$ cat src/rtl/ptw_pkg.sv
package ptw_pkg;
  localparam int unsigned BIT_P  = 0;
  localparam int unsigned BIT_RW = 1;
  localparam int unsigned BIT_US = 2;
  localparam int unsigned BIT_A  = 5;
  localparam int unsigned BIT_D  = 6;
  localparam int unsigned BIT_XD = 63;

  typedef enum logic [1:0] {
    FLT_NONE        = 2'd0,
    FLT_NOT_PRESENT = 2'd1,
    FLT_PROT        = 2'd2
  } fault_e;

  typedef enum logic [2:0] {
    ST_IDLE, ST_RD_REQ, ST_RD_WAIT, ST_WB_CHECK, ST_WB_WAIT, ST_DONE
  } state_e;

  typedef struct packed {
    logic write;
    logic user;
    logic fetch;
  } access_t;
endpackage

$ cat src/rtl/ptw_addr_gen.sv
module ptw_addr_gen #(
  parameter int unsigned LEVELS = 4,
  parameter int unsigned IDX_W  = 9,
  parameter int unsigned OFF_W  = 12,
  parameter int unsigned PPN_W  = 40
) (
  input  logic [PPN_W-1:0]          base_ppn_i,
  input  logic [LEVELS*IDX_W-1:0]   vpn_i,
  input  logic [$clog2(LEVELS)-1:0] level_i,
  output logic [PPN_W+OFF_W-1:0]    addr_o
);
  localparam int unsigned ENT_SH = OFF_W - IDX_W;

  logic [IDX_W-1:0] idx_arr [LEVELS];

  // level 0 takes the most significant index field
  for (genvar g = 0; g < LEVELS; g++) begin : g_idx
    assign idx_arr[g] = vpn_i[(LEVELS-1-g)*IDX_W +: IDX_W];
  end

  assign addr_o = {base_ppn_i, idx_arr[level_i], {ENT_SH{1'b0}}};
endmodule

$ cat src/rtl/ptw_perm_check.sv
module ptw_perm_check
  import ptw_pkg::*;
(
  input  logic    present_i,
  input  logic    writable_i,
  input  logic    user_ok_i,
  input  logic    no_exec_i,
  input  access_t acc_i,
  output fault_e  code_o
);
  always_comb begin
    if (!present_i)
      code_o = FLT_NOT_PRESENT;
    else if ((acc_i.write && !writable_i) ||
             (acc_i.user  && !user_ok_i)  ||
             (acc_i.fetch &&  no_exec_i))
      code_o = FLT_PROT;
    else
      code_o = FLT_NONE;
  end
endmodule

$ cat src/rtl/ptw_update.sv
module ptw_update
  import ptw_pkg::*;
#(
  parameter int unsigned PTE_W = 64
) (
  input  logic [PTE_W-1:0] pte_i,
  input  logic             is_leaf_i,
  input  logic             write_i,
  output logic [PTE_W-1:0] pte_o,
  output logic             changed_o
);
  logic [PTE_W-1:0] set_mask;

  always_comb begin
    set_mask        = '0;
    set_mask[BIT_A] = 1'b1;
    set_mask[BIT_D] = is_leaf_i && write_i;
  end

  assign pte_o     = pte_i | set_mask;
  assign changed_o = (pte_o != pte_i);
endmodule

$ cat src/rtl/ptw_walker.sv
module ptw_walker
  import ptw_pkg::*;
#(
  parameter int unsigned LEVELS = 4,
  parameter int unsigned IDX_W  = 9,
  parameter int unsigned OFF_W  = 12,
  parameter int unsigned PPN_W  = 40,
  parameter int unsigned PTE_W  = 64
) (
  input  logic                            clk_i,
  input  logic                            rst_ni,
  input  logic                            req_valid_i,
  output logic                            idle_o,
  input  logic [PPN_W-1:0]                root_ppn_i,
  input  logic [LEVELS*IDX_W+OFF_W-1:0]   vaddr_i,
  input  logic                            acc_write_i,
  input  logic                            acc_user_i,
  input  logic                            acc_fetch_i,
  output logic                            mem_req_o,
  output logic                            mem_we_o,
  output logic [PPN_W+OFF_W-1:0]          mem_addr_o,
  output logic [PTE_W-1:0]                mem_wdata_o,
  input  logic                            mem_ack_i,
  input  logic [PTE_W-1:0]                mem_rdata_i,
  output logic                            done_o,
  output logic [1:0]                      fault_code_o,
  output logic [PPN_W-1:0]                ppn_o,
  output logic [PPN_W+OFF_W-1:0]          paddr_o
);
  localparam int unsigned PA_W  = PPN_W + OFF_W;
  localparam int unsigned VPN_W = LEVELS * IDX_W;
  localparam int unsigned LVL_W = $clog2(LEVELS);
  localparam logic [LVL_W-1:0] LAST_LVL = LVL_W'(LEVELS - 1);

  state_e            state_q;
  logic [LVL_W-1:0]  lvl_q;
  logic [PTE_W-1:0]  ent_q [LEVELS];
  logic [PPN_W-1:0]  root_q;
  logic [VPN_W-1:0]  vpn_q;
  logic [OFF_W-1:0]  off_q;
  access_t           acc_q;
  fault_e            fault_q;
  logic [PPN_W-1:0]  ppn_q;

  logic [PPN_W-1:0]  base_arr [LEVELS];
  logic [PA_W-1:0]   ent_addr;
  fault_e            chk_code;
  logic [PTE_W-1:0]  upd_pte;
  logic              upd_changed;
  logic              is_last;

  assign is_last = (lvl_q == LAST_LVL);

  assign base_arr[0] = root_q;
  for (genvar g = 1; g < LEVELS; g++) begin : g_base
    assign base_arr[g] = ent_q[g-1][PA_W-1:OFF_W];
  end

  ptw_addr_gen #(
    .LEVELS(LEVELS), .IDX_W(IDX_W), .OFF_W(OFF_W), .PPN_W(PPN_W)
  ) i_addr_gen (
    .base_ppn_i (base_arr[lvl_q]),
    .vpn_i      (vpn_q),
    .level_i    (lvl_q),
    .addr_o     (ent_addr)
  );

  ptw_perm_check i_perm (
    .present_i  (mem_rdata_i[BIT_P]),
    .writable_i (mem_rdata_i[BIT_RW]),
    .user_ok_i  (mem_rdata_i[BIT_US]),
    .no_exec_i  (mem_rdata_i[BIT_XD]),
    .acc_i      (acc_q),
    .code_o     (chk_code)
  );

  ptw_update #(.PTE_W(PTE_W)) i_update (
    .pte_i     (ent_q[lvl_q]),
    .is_leaf_i (is_last),
    .write_i   (acc_q.write),
    .pte_o     (upd_pte),
    .changed_o (upd_changed)
  );

  always_ff @(posedge clk_i or negedge rst_ni) begin
    if (!rst_ni) begin
      state_q <= ST_IDLE;
      lvl_q   <= '0;
      root_q  <= '0;
      vpn_q   <= '0;
      off_q   <= '0;
      acc_q   <= '0;
      fault_q <= FLT_NONE;
      ppn_q   <= '0;
      for (int i = 0; i < LEVELS; i++) ent_q[i] <= '0;
    end else begin
      unique case (state_q)
        ST_IDLE: if (req_valid_i) begin
          root_q  <= root_ppn_i;
          vpn_q   <= vaddr_i[PA_W-PPN_W+VPN_W-1:OFF_W];
          off_q   <= vaddr_i[OFF_W-1:0];
          acc_q   <= '{write: acc_write_i, user: acc_user_i, fetch: acc_fetch_i};
          fault_q <= FLT_NONE;
          ppn_q   <= '0;
          lvl_q   <= '0;
          state_q <= ST_RD_REQ;
        end
        ST_RD_REQ: state_q <= ST_RD_WAIT;
        ST_RD_WAIT: if (mem_ack_i) begin
          ent_q[lvl_q] <= mem_rdata_i;
          if (chk_code != FLT_NONE) begin
            fault_q <= chk_code;
            state_q <= ST_DONE;
          end else if (is_last) begin
            ppn_q   <= mem_rdata_i[PA_W-1:OFF_W];
            lvl_q   <= '0;
            state_q <= ST_WB_CHECK;
          end else begin
            lvl_q   <= lvl_q + LVL_W'(1);
            state_q <= ST_RD_REQ;
          end
        end
        ST_WB_CHECK: begin
          if (upd_changed)  state_q <= ST_WB_WAIT;
          else if (is_last) state_q <= ST_DONE;
          else              lvl_q   <= lvl_q + LVL_W'(1);
        end
        ST_WB_WAIT: if (mem_ack_i) begin
          if (is_last) state_q <= ST_DONE;
          else begin
            lvl_q   <= lvl_q + LVL_W'(1);
            state_q <= ST_WB_CHECK;
          end
        end
        ST_DONE: state_q <= ST_IDLE;
        default: state_q <= ST_IDLE;
      endcase
    end
  end

  assign idle_o       = (state_q == ST_IDLE);
  assign done_o       = (state_q == ST_DONE);
  assign mem_we_o     = (state_q == ST_WB_CHECK) && upd_changed;
  assign mem_req_o    = (state_q == ST_RD_REQ) || mem_we_o;
  assign mem_addr_o   = ent_addr;
  assign mem_wdata_o  = upd_pte;
  assign fault_code_o = fault_q;
  assign ppn_o        = ppn_q;
  assign paddr_o      = {ppn_q, off_q};
endmodule

$ cat config.mk
export PLATFORM = sky130hd
export DESIGN_NAME = ptw_walker
export DESIGN_NICKNAME = d
export VERILOG_FILES = /design/src/rtl/ptw_pkg.sv /design/src/rtl/ptw_addr_gen.sv /design/src/rtl/ptw_perm_check.sv /design/src/rtl/ptw_update.sv /design/src/rtl/ptw_walker.sv
export SDC_FILE = /design/constraint.sdc
export NUM_CORES = 1
export LEC_CHECK = 0
export ABC_AREA = 0
export CAP_MARGIN = 5
export CORE_MARGIN = 1.5
export CORE_UTILIZATION = 53
export DETAILED_ROUTE_END_ITERATION = 10
export GPL_TIMING_DRIVEN = 0
export PLACE_DENSITY_LB_ADDON = 0.25
export SYNTH_ARGS = -nofsm -noshare
export SYNTH_HDL_FRONTEND = slang
export SYNTH_SLANG_ARGS = --single-unit
export TNS_END_PERCENT = 20
$ cat constraint.sdc
create_clock -name clk_i -period 6.8 [get_ports clk_i]
set_clock_uncertainty 0.1 [all_clocks]
set_input_delay 0.68 -clock clk_i [delete_from_list [all_inputs] [get_ports clk_i]]
set_output_delay 0.68 -clock clk_i [all_outputs]
set_load 0.05 [all_outputs]
* Word-level counts from Yosys, hierarchy flattened
Index checks and enable logic that the tools add are counted.
** Cells by class
- $add $sub $neg :: 1
- $lt $le $gt $ge :: 2
- Eq/ne operators :: 15
- Muxes and demuxes :: 39
- Bitwise logic cells :: 2
- Reductions and logical operators :: 21
** Operators by type and width (count)
- $bwmux 256 :: 1
- $mux 40 :: 6
- $mux 64 :: 3
- $bmux 64 s2 :: 1
- $demux 64 s2 :: 1
- $bmux 40 s2 :: 1
- $pmux 40 s2 :: 1
- $ne 64x64->1 :: 1
- $or 64x7->64 :: 1
- $mux 2 :: 12
- $mux 3 :: 7
- $bmux 9 s2 :: 1
- $mux 9 :: 2
- $pmux 3 s5 :: 1
- $ne 2x2->1 const B :: 6
- $pmux 2 s4 :: 1
- $reduce_and 4->1 :: 2
- $eq 3x2->1 const B :: 2
- $eq 3x3->1 const B :: 2
- $logic_and 1x1->1 :: 6
- $reduce_and 6->1 :: 1
- $reduce_and 5->1 :: 1
- $pmux 2 s2 :: 1
- $reduce_and 2->1 :: 2
- 13 further kinds :: 17
** Storage, ports and cells
- Register bits after elaboration :: 394

* Longest topological paths before layout
- Word-level depth :: 10
- Depth in mapped cells :: 9

* Cells and area by module
Synthesis repeated with hierarchy kept, for this count alone.
** Unflattened totals
- Cell total of the unflattened synthesis :: 1458
- Area, all modules :: 18763.0 um^2
** Modules (own cells, without submodules)
- ptw_walker :: times used 1, cells an instance 1331, area an instance 17695.7 um^2
- ptw_addr_gen :: times used 1, cells an instance 55, area an instance 545.5 um^2
- ptw_update :: times used 1, cells an instance 67, area an instance 495.5 um^2
- ptw_perm_check :: times used 1, cells an instance 5, area an instance 26.3 um^2

* Least setup slack after synthesis
No wires, ideal clock.
- Path type :: reg-to-output
- Start point :: reg lvl_q[0]
- End point :: out mem_wdata_o[6]
- Data arrival time :: 2.361 ns
- Required time :: 6.020 ns
- Path slack :: 3.659 ns
- Stages on the path, launching flop included :: 6
- Cells stage by stage :: dfrtp_1 > buf_4 > clkbuf_1 > buf_1 > nor2_1 > o21ai_0
** On the way
- Cells in the longest elaborated chain, start to end :: 5
** Ends and longest elaborated chain
- start, declared :: line ptw_walker.sv:36 : logic [LVL_W-1:0] lvl_q;
- start signal, assigned :: line ptw_walker.sv:119 : lvl_q <= lvl_q + LVL_W'(1);
- start signal, assigned :: line ptw_walker.sv:126 : else lvl_q <= lvl_q + LVL_W'(1);
- start signal, assigned :: line ptw_walker.sv:131 : lvl_q <= lvl_q + LVL_W'(1);
- $not 2->3 (not written as such) :: line ptw_walker.sv:78 : .pte_i (ent_q[lvl_q]),
- $bmux 64 s2 :: line ptw_walker.sv:78
- $mux 64 (not written as such) (2 in a row) :: line ptw_walker.sv:78
- $or 64x7->64 (*) :: line ptw_update.sv:20 : assign pte_o = pte_i | set_mask;
- end, declared :: line ptw_walker.sv:22 : output logic [PTE_W-1:0] mem_wdata_o,
Mark *: on every way between the ends. The rest lies on a longest branch, timed or not. The select of a mux whose other input is x is not followed.

* Final worst setup path
- Start point :: reg lvl_q[1]
- End point :: out mem_wdata_o[16]
** On the way
- Cells in the longest elaborated chain, start to end :: 5
** Ends and longest elaborated chain (line)
- $not 2->3 (not written as such) :: ptw_walker.sv:78
- $bmux 64 s2 :: ptw_walker.sv:78
- $mux 64 (not written as such) (2 in a row) :: ptw_walker.sv:78
- $or 64x7->64 :: ptw_update.sv:20
No other way between the ends. The select of a mux whose other input is x is not followed.

==> flow_summary_export.csv <==
group,metric,value,unit
clock_tree,cts_resized,0,
timing,worst_slew_pin_slew,961,ps
finish,fillers,2157,
synthesis,syn_area,0.0178,mm²
drt,num_vias,11238,
worst_setup_path,max_stage_delay,750,ps
job,cap_violations,0,
synthesis,synthCells,1090,
synthesis,yosysWarnings,0,
finish,final_util,72.1,%
worst_setup_path,critPathKind,"flop to output pin",
global_route,grt_pass1_wl,69400,µm
worst_setup_path,start_kind,"flop",
power,clkPwrFrac,19.3,%
timing,rsz0062_at_grt,"no",
floorplan,die_area,0.0347,mm²
run_status,status,"complete, no violations",
floorplan,initial_core_util,54.3,%
worst_setup_path,critPathMostFrequentCell,"buf_2",
timing,hold_viol,0,
place,hpwl,31300,µm
floorplan,rows,66,
timing,slew_violations,0,
synthesis,ys_ff_latch,394,
power,ir_worst_vdd,0.000433,V
synthesis,syn_avg_cell_area,16.3,µm²
synthesis,synth_top_cells_by_area,"dfrtp_1 55%, mux2_2 22%, mux4_2 14%",
drt,wl,45100,µm
synthesis,yosysTopAreaCell,"dfrtp_1",
floorplan,fp.dieH,186,µm
clock_tree,ctsHtreeMaxLevel,2,
synthesis,synth_top_area_share,55.4,%
worst_setup_path,critPathCaptureType,"output pin",
clock_tree,postCtsSetupBuffers,0,
synthesis,synth_commonest_cells,"394 x dfrtp_1, 349 x mux2_2, 112 x mux4_2",
worst_setup_path,required,6020,ps
power,cellInternalPower,7.62,mW
drt,first_iter_violations,477,
synthesis,synth-edff-count,0,
power,p_leak,10.3,nW
finish,num-nets-final,1670,
synthesis,synth_ff_type,"dfrtp_1",
worst_setup_path,reg2reg_depth,9,
drt,drc,0,
global_route,grt_max_degree,118,
timing,setup_viol,0,
drt,ant_nets,0,
worst_setup_path,timing.critical_path.buf_inv,5,
worst_setup_path,cp.depth,6,
clock_tree,numCtsBuffers,42,
global_route,grt_use_total,26.5,%
synthesis,synth_most_common_cell,"dfrtp_1",
finish,area_delta_synth_final,32.9,%
worst_setup_path,critical_path.max_fanout,10,
timing,period_share,66.8,%
timing,timing.fmax,0.220,GHz
global_route,grt.overflow.total,0,
clock_tree,cts_buffer_depth,3,
worst_setup_path,path_cells,"buf_2 -> buf_2 -> clkbuf_1 -> buf_2 -> mux4_2 -> clkdlybuf4s50_1",
clock_tree,insertion_delay,540,ps
synthesis,async_reset_ff_share,100,%
place,globalplace.congestion,0.819,
worst_setup_path,critPathTopFamily,"buffers and inverters",
clock_tree,clk_pin_slew,60,ps
worst_setup_path,slowest_stage,"clkdlybuf4s50_1",
timing,min_period,4540,ps
clock_tree,cts_tree,"yes",
power,power_density,539,mW/mm²
drt,wl_per_cell,22.8,µm
power,swShare,40.2,%
clock_tree,cts_sinks,394,
floorplan,core,0.0328,mm²
min_path,worstHoldPathType,"primary input to asynchronous set/reset pin",
clock_tree,cts_hold_buf,0,
global_route,grt_pass1_vias,12252,
place,io_buffers,368,
clock_tree,root_buffer,"clkbuf_16",
power,seqPwrFrac,30.4,%
synthesis,yosysSeqAreaShare,55.4,%
global_route,antenna_found_initial,5,
timing,relSlewSlack,35.9,%
floorplan,ios,373,
timing,fin_setup_tns,0,ps
floorplan,dieWidth,186,µm
synthesis,synth_cell_types,35,
power,comb_power_share,50.2,%
drt,avgViaCountPerCell,5.67,
finish,drive_gt1_share,41.3,%
finish,regArea,0.00986,mm²
drt,firstDrtPassIters,4,
worst_setup_path,crit_arrival,3760,ps
power,p_switching,5.11,mW
finish,multi_input_area,0.00724,mm²
## power groups by stage
stage          combinational [mW]  clock, mW  sequential [mW]
5_1_grt                      6.69       2.60             4.00
3_5_place_dp                 6.42          0             3.89
6_report                     6.40       2.46             3.87
3_3_place_gp                 6.32          0             3.85
2_1_floorplan                4.41          0             3.85
4_1_cts                      6.45       2.50             3.87
## sequential cells by signal, indices dropped and copies added (netlist names)
| signal | cells |
|---|---|
| lvl_q | 2 |
| acc_q | 3 |
| ent_q | 136 |
| vpn_q | 36 |
| base_arr | 120 |
| fault_code_o | 2 |
| state_q | 3 |
| off_q | 12 |
| ppn_o | 40 |
| root_q | 40 |
## worst register-to-register path, cell delays in order (launching register included)
cell	delay [ps]
dfrtp_1	370
buf_2	250
buf_2	400
clkbuf_1	640
buf_2	430
inv_1	140
ha_1	200
nand2_1	480
buf_2	440
mux2_2	390
## per-layer routing
metal	vias to the layer above	track usage, %	share of wire, %
li1	4896	-	-
met1	5906	33.2	40
met2	346	44.0	49
met3	90	7.38	7.8
met4	0	10.4	3.4
met5	-	0	0
## through the flow
step	power (mW)	setup WS [ps]	cell area [µm²]	cells	hold slack (ps)
3_3_place_gp	10.2	-12180	22000	1902	381
3_5_place_dp	10.3	2750	22100	1905	387
5_1_grt	13.3	2040	23600	1982	77.7
2_1_floorplan	8.26	3660	17800	1092	284
6_report	12.7	2260	23600	1982	36.1
4_1_cts	12.8	2180	23600	1978	73.4
## placed cells by master, fill, tap and decap left out, types with 2 or more instances in the layout
cell type,count
buf_1,12
nor2_1,8
clkbuf_16,45
buf_16,3
dfrtp_1,394
and3_1,2
mux2_2,349
clkdlybuf4s50_1,367
clkbuf_8,11
nand3_1,5
buf_4,45
ha_1,4
inv_1,7
bufinv_16,6
diode_2,4
a22o_1,40
clkinv_2,6
conb_1,4
buf_2,51
clkbuf_1,15
a21oi_1,7
nor3b_1,2
nand2_1,12
mux4_2,112
nor3_1,2
o21ai_0,7
nand2b_1,4
## worst paths after layout
check / from / end / slack, ps
setup reg to reg: lvl_q[1]$_DFFE_PN0P_ / ent_q[138]$_DFFE_PN0P_ / 2860
hold / removal: rst_ni / root_q[6]$_DFFE_PN0P_ / 40
min in group clk_i: ent_q[59]$_DFFE_PN0P_ / ent_q[59]$_DFFE_PN0P_ / 400
max in group asynchronous: rst_ni / base_arr[73]$_DFFE_PN0P_ / 5160
hold reg to reg: ent_q[59]$_DFFE_PN0P_ / ent_q[59]$_DFFE_PN0P_ / 400
setup / recovery: lvl_q[1]$_DFFE_PN0P_ / mem_wdata_o[16] / 2260
## cells by family after synthesis
group,count (synthesis),synth area share (%)
flip-flops,394,55.4
buffers and inverters,125,3.94
other,2,0.0422
adder cells (fa/ha/maj),4,0.281
AND/OR/NAND/NOR,41,1.24
AO/OA/AOI/OAI,60,2.66
XOR/XNOR,1,0.0492
multiplexers,463,36.4
## final cells by class
cell class | count | area share [%]
Timing Repair Buffer | 371 | 15.9
Clock buffer | 61 | 5.48
Sequential cell | 394 | 41.7
Buffer | 118 | 2.86
Inverter | 7 | 0.111
Antenna cell | 4 | 0.0423
Tap cell | 442 | 2.34
Clock inverter | 12 | 0.889
Multi-Input combinational cell | 573 | 30.6
Power figures use the tool's default switching activity.
